`src/rtl/pnfchk_pkg.sv`:
```
package pnfchk_pkg;

    // Overall verdict of a test run.
    typedef enum logic [1:0] {
        RUN_ACTIVE = 2'd0,
        RUN_PASSED = 2'd1,
        RUN_FAILED = 2'd2
    } run_state_e;

    typedef struct packed {
        logic pass;
        logic fail;
        logic timeout;
    } verdict_t;

    // Position of a data lane of a given beat inside the folded word.
    function automatic int flag_index(input int beat, input int lane, input int mem_w);
        return beat * mem_w + lane;
    endfunction

    // Next value of a saturating counter.
    function automatic int sat_inc(input int value, input int limit);
        return (value >= limit) ? limit : value + 1;
    endfunction

endpackage

```
`src/rtl/run_verdict.sv`:
```
module run_verdict #(
    parameter int LOOPS = 4,
    localparam int CW = $clog2(LOOPS + 1)
) (
    input  logic clk,
    input  logic rst,
    input  logic loop_done,
    input  logic infinite_mode,
    input  logic miss,
    output logic pass,
    output logic fail
);
    import pnfchk_pkg::*;

    localparam logic [CW-1:0] LOOP_TARGET = CW'(LOOPS);

    run_state_e    state_q, state_d;
    logic [CW-1:0] loops_q;

    always_ff @(posedge clk) begin
        if (rst) begin
            loops_q <= '0;
        end else if (loop_done && loops_q != LOOP_TARGET) begin
            loops_q <= loops_q + 1'b1;
        end
    end

    always_comb begin
        state_d = state_q;
        unique case (state_q)
            RUN_ACTIVE: begin
                if (miss) begin
                    state_d = RUN_FAILED;
                end else if (!infinite_mode && loops_q == LOOP_TARGET) begin
                    state_d = RUN_PASSED;
                end
            end
            RUN_PASSED: begin
                if (miss) begin
                    state_d = RUN_FAILED;
                end
            end
            default: state_d = RUN_FAILED;
        endcase
    end

    always_ff @(posedge clk) begin
        if (rst) begin
            state_q <= RUN_ACTIVE;
        end else begin
            state_q <= state_d;
        end
    end

    assign pass = (state_q == RUN_PASSED);
    assign fail = (state_q == RUN_FAILED);

endmodule

```
`config.mk`:
```
export PLATFORM = sky130hd
export DESIGN_NAME = run_verdict
export DESIGN_NICKNAME = d
export VERILOG_FILES = /design/src/rtl/pnfchk_pkg.sv /design/src/rtl/run_verdict.sv
export SDC_FILE = /design/constraint.sdc
export NUM_CORES = 1
export LEC_CHECK = 0
export BUFFER_PORTS_ARGS = -buffer_cell sky130_fd_sc_hd__buf_2
export CAP_MARGIN = 10
export CORE_AREA = 2 2 39 41
export DETAILED_ROUTE_END_ITERATION = 8
export DIE_AREA = 0 0 41 43
export HOLD_SLACK_MARGIN = 0.15
export PLACE_DENSITY = 0.43
export RECOVER_POWER = 25
export SETUP_SLACK_MARGIN = 0.2
export SYNTH_ARGS = -nofsm -noshare
export SYNTH_HDL_FRONTEND = slang
export SYNTH_SLANG_ARGS = --single-unit
export TNS_END_PERCENT = 20
```
`constraint.sdc`:
```
create_clock -name clk -period 2.41 [get_ports clk]
set_input_delay 0.482 -clock clk [delete_from_list [all_inputs] [get_ports clk]]
set_output_delay 0.482 -clock clk [all_outputs]
set_load 0.02 [all_outputs]
```
Word-level counts from Yosys, hierarchy flattened
Cells that the tools add are included.

operators by class
  $add $sub $neg = 1
  $mul = 0
  div/mod/pow operators = 0
  $lt $le $gt $ge = 0
  equal/unequal tests = 6
  shift operators = 0
  mux-type cells = 4
  bitwise gates (word level) = 0
  reductions and logical operators = 5

operators by type and width
  kind                   number
  $mux W2                3
  $ne A3 B3 Y1 const B   2
  $pmux W2 S2            1
  $add A3 B1 Y3 const B  1
  $eq A3 B3 Y1 const B   1
  $eq A2 B1 Y1 const B   1
  $eq A2 B2 Y1 const B   1
  $logic_and A1 B1 Y1    2
  $logic_not A2 Y1       1
  $ne A2 B2 Y1 const B   1
  $reduce_and A2 Y1      1
  $logic_not A1 Y1       1

word-level totals
  flip-flop bits (word level) = 5
  bits in latches = 0
  memory bits (writable) = 0
  ROM bits = 0
  input port bits = 5
  output and inout port bits = 2
  logic and storage cells = 18
  memories = 0

Logic depth before layout (Yosys ltp)
  word-level depth = 5
  gate-level depth with buffers = 4

Worst setup path before layout
No wires, ideal clock.

  path kind = register to register
  from = register loops_q[0]
  to = register loops_q[0]
  library setup time = 123 ps
  data arrival time = 1088 ps
  setup slack = 1199 ps
  stages on the path, launching flop included = 5
  path buffers = 0
  clock period less this slack = 1211 ps
  cell sequence = dfxtp_1 -> inv_1 -> ha_1 -> a21boi_2 -> mux2_1

between the ends
  word-level cells in the longest chain between the ends = 2
  elaborated cells between the ends (all ways) = 3
  those cells by class = add/sub (1); eq/ne (1); reduce/logical (1)

ends and longest elaborated chain
  item                                                   line               source
  from (decl)                                            run_verdict.sv:18  logic [CW-1:0] loops_q;
  from (signal assigned)                                 run_verdict.sv:24  loops_q <= loops_q + 1'b1;
  branches (longest 2 deep; another with $add A3 B1 Y3)  n/a

Parallel ways; which one is timed is not known.
A chain may end at the register's enable or synchronous reset.

Worst setup path in the final report
  from = register state_q[1]
  to = output fail

between the ends
  word-level cells in the longest chain between the ends = 1

ends and longest elaborated chain
  item                    line               source
  from (decl)             run_verdict.sv:17  run_state_e state_q, state_d;
  from (signal assigned)  run_verdict.sv:51  state_q <= state_d;
  $eq A2 B2 Y1            run_verdict.sv:56  assign fail = (state_q == RUN_FAILED);
  to (decl)               run_verdict.sv:11  output logic fail

No other way between the ends.

==> metrics.csv <==
stage;metric;value;unit
run;maxCapViolCount;0;
final_layout;diodes;0;
place;gp_congestion;0.701;
power_and_ir_drop;peakVddDrop;251;µV
clocking;insertion_delay;250;ps
timing;maxSlewViolCount;0;
die;dieArea;1760;µm²
final_layout;multi_input_area;140;µm²
die;pin_count;7;
place;pre_cts_ws;1110;ps
final_layout;register_area;100;µm²
place;io_buffers;6;
drt;vias_per_cell;4.06;
synth;ys_ff_latch;5;
clocking;cts_buffer_depth;2;
final_layout;final_nets;44;
timing;setup_viol;0;
worst_setup_path;critPathLaunchType;flip-flop;
clocking;cts_max_level;1;
synth;seq_area_frac_synth;39.8;%
timing;rsz0062_at_grt;false;
synth;ys_warn_count;0;
worst_hold_path;hp-class;input port to flip-flop;
drt;wl;478;µm
clocking;clk_pin_slew;40;ps
power_and_ir_drop;leakage;0.145;nW
worst_setup_path;critPathRequiredTime;1930;ps
global_routing;first_global_vias;201;
clocking;cts_made_buffers;3;
drt;vias;211;
timing;relSlewSlack;82.8;%
clocking;cts_tree;done;
global_routing;grt-ovfl-total;0;
final_layout;fillers;157;
run_status;status;complete, no violations;
timing;setup_ws;1010;ps
synth;syn_area;251;µm²
clocking;holdBufCountCts;0;
die;core;1380;µm²
timing;period_minus_slack;1400;ps
clocking;cts_sinks;5;
worst_setup_path;reg2reg_setup_slack;1120;ps
place;postPlaceCellArea;302;µm²
synth;synth_area_leaders;dfxtp_1, ha_1, a2111oi_2, nor2_1, nand2b_1;
final_layout;syn_to_final_growth;30.3;%
final_layout;stdcell_area;328;µm²
global_routing;grt_pass1_wl;786;µm
drt;drtAntennaViolNets;0;
timing;fmax;716;MHz
clocking;cts_setup_buffers;0;
synth;yosysTopAreaCellShare;39.8;%
die;initial_core_util;18.2;%
worst_setup_path;worstSetupPathType;flip-flop to output port;
synth;yosys.area.top_type;dfxtp_1;
drt;firstDrtPassIters;4;
final_layout;final_cell_mix;buf_2, dfxtp_1, nor2_1;
global_routing;track_usage;7.63;%
drt;wl_per_cell;9.19;µm
worst_setup_path;crit_arrival;910;ps
timing;finalHoldViolCount;0;
die;die_h;43;µm
timing;worst_pin_slew;258;ps
worst_setup_path;path_max_fanout;4;
global_routing;grt_max_degree;8;
timing;period_share;57.9;%
clocking;cts-root-buf;clkbuf_4;
worst_setup_path;end_kind;output port;
clocking;cts.repair.resized;0;
die;rows;14;
timing;setup_tns;0;ps
drt;drt_iter0_drc;2;
drt;drc_errors;0;
global_routing;antenna_found_initial;0;
synth;syn-instance-count;26;
power_and_ir_drop;p_per_area;658;nW/µm²
die;chipWidth;41;µm
final_layout;final_common_cell;buf_2;
synth;synth_cell_type_count;14;
final_layout;layout-drive-gt1-share;30.6;%
timing;clock_skew;2.60;ps
synth;syn_nets;33;
synth;postSynthAreaPerCell;9.67;µm²
[critical path, stage by stage (launching register included)]
cell,delay (ps)
dfxtp_1,370
nor2b_1,130
buf_2,160
[synth_stat cells]
cell,count
a2111oi_2,1
a21boi_2,1
a21oi_1,1
and4b_1,1
dfxtp_1,5
ha_1,2
inv_1,3
mux2_1,1
mux2i_1,1
nand2b_1,2
nand3b_1,1
nor2_1,4
nor2b_1,2
nor3_1,1
[per-layer routing]
layer	vias to the layer above	part of all wire, %	global-route usage (%)
li1	108	-	-
met1	89	40	6.75
met2	10	42	9.69
met3	4	15	7.85
met4	0	3.3	6.00
met5	-	0	0
[power breakdown]
group | internal (mW) | total [mW] | switching [mW]
Clock | 0.0627 | 0.0981 | 0.0355
Combinational | 0.0127 | 0.0255 | 0.0128
Sequential | 0.0879 | 0.0921 | 0.00420
Total | 0.163 | 0.216 | 0.0524
[flip-flops by register name (all words and copies together) (netlist names)]
name	count
state_q	2
loops_q	3
[cell families after synthesis]
| kind of cell | share of synthesized area (%) |
|---|---|
| AOI/OAI and AO/OA | 12.4 |
| muxes | 8.46 |
| and+or+nand+nor | 24.9 |
| buffers and inverters | 4.48 |
| adders and majority gates | 9.95 |
| DFF | 39.8 |
[final timing paths]
check / from / to / depth (start not counted)
max reg2reg: loops_q[0] / loops_q[0] / 4
max: state_q[1] / fail / 2
min: miss / state_q[0] / 2
min reg2reg: state_q[1] / state_q[0] / 1
[area by class of cell]
class                   count  share of cell area [%]
repair buffers              6                    9.16
well taps                  16                    6.11
flip-flops and latches      5                    30.5
clock buffers               4                    8.02
inverters                   3                    3.44
multi-input cells          18                    42.7
[per-stage QoR]
stage / power [mW] / std cells / hold slack (ps) / utilization (%)
after floorplan: 0.110 / 26 / 450 / -
after global placement: 0.118 / 48 / 469 / 21.8
after detailed placement: 0.119 / 48 / 480 / 21.8
after CTS: 0.219 / 52 / 433 / 23.7
after global routing: 0.230 / 52 / 437 / 23.7
final: 0.216 / 52 / 435 / 23.7
No activity file was read; power rests on OpenSTA's default activity.
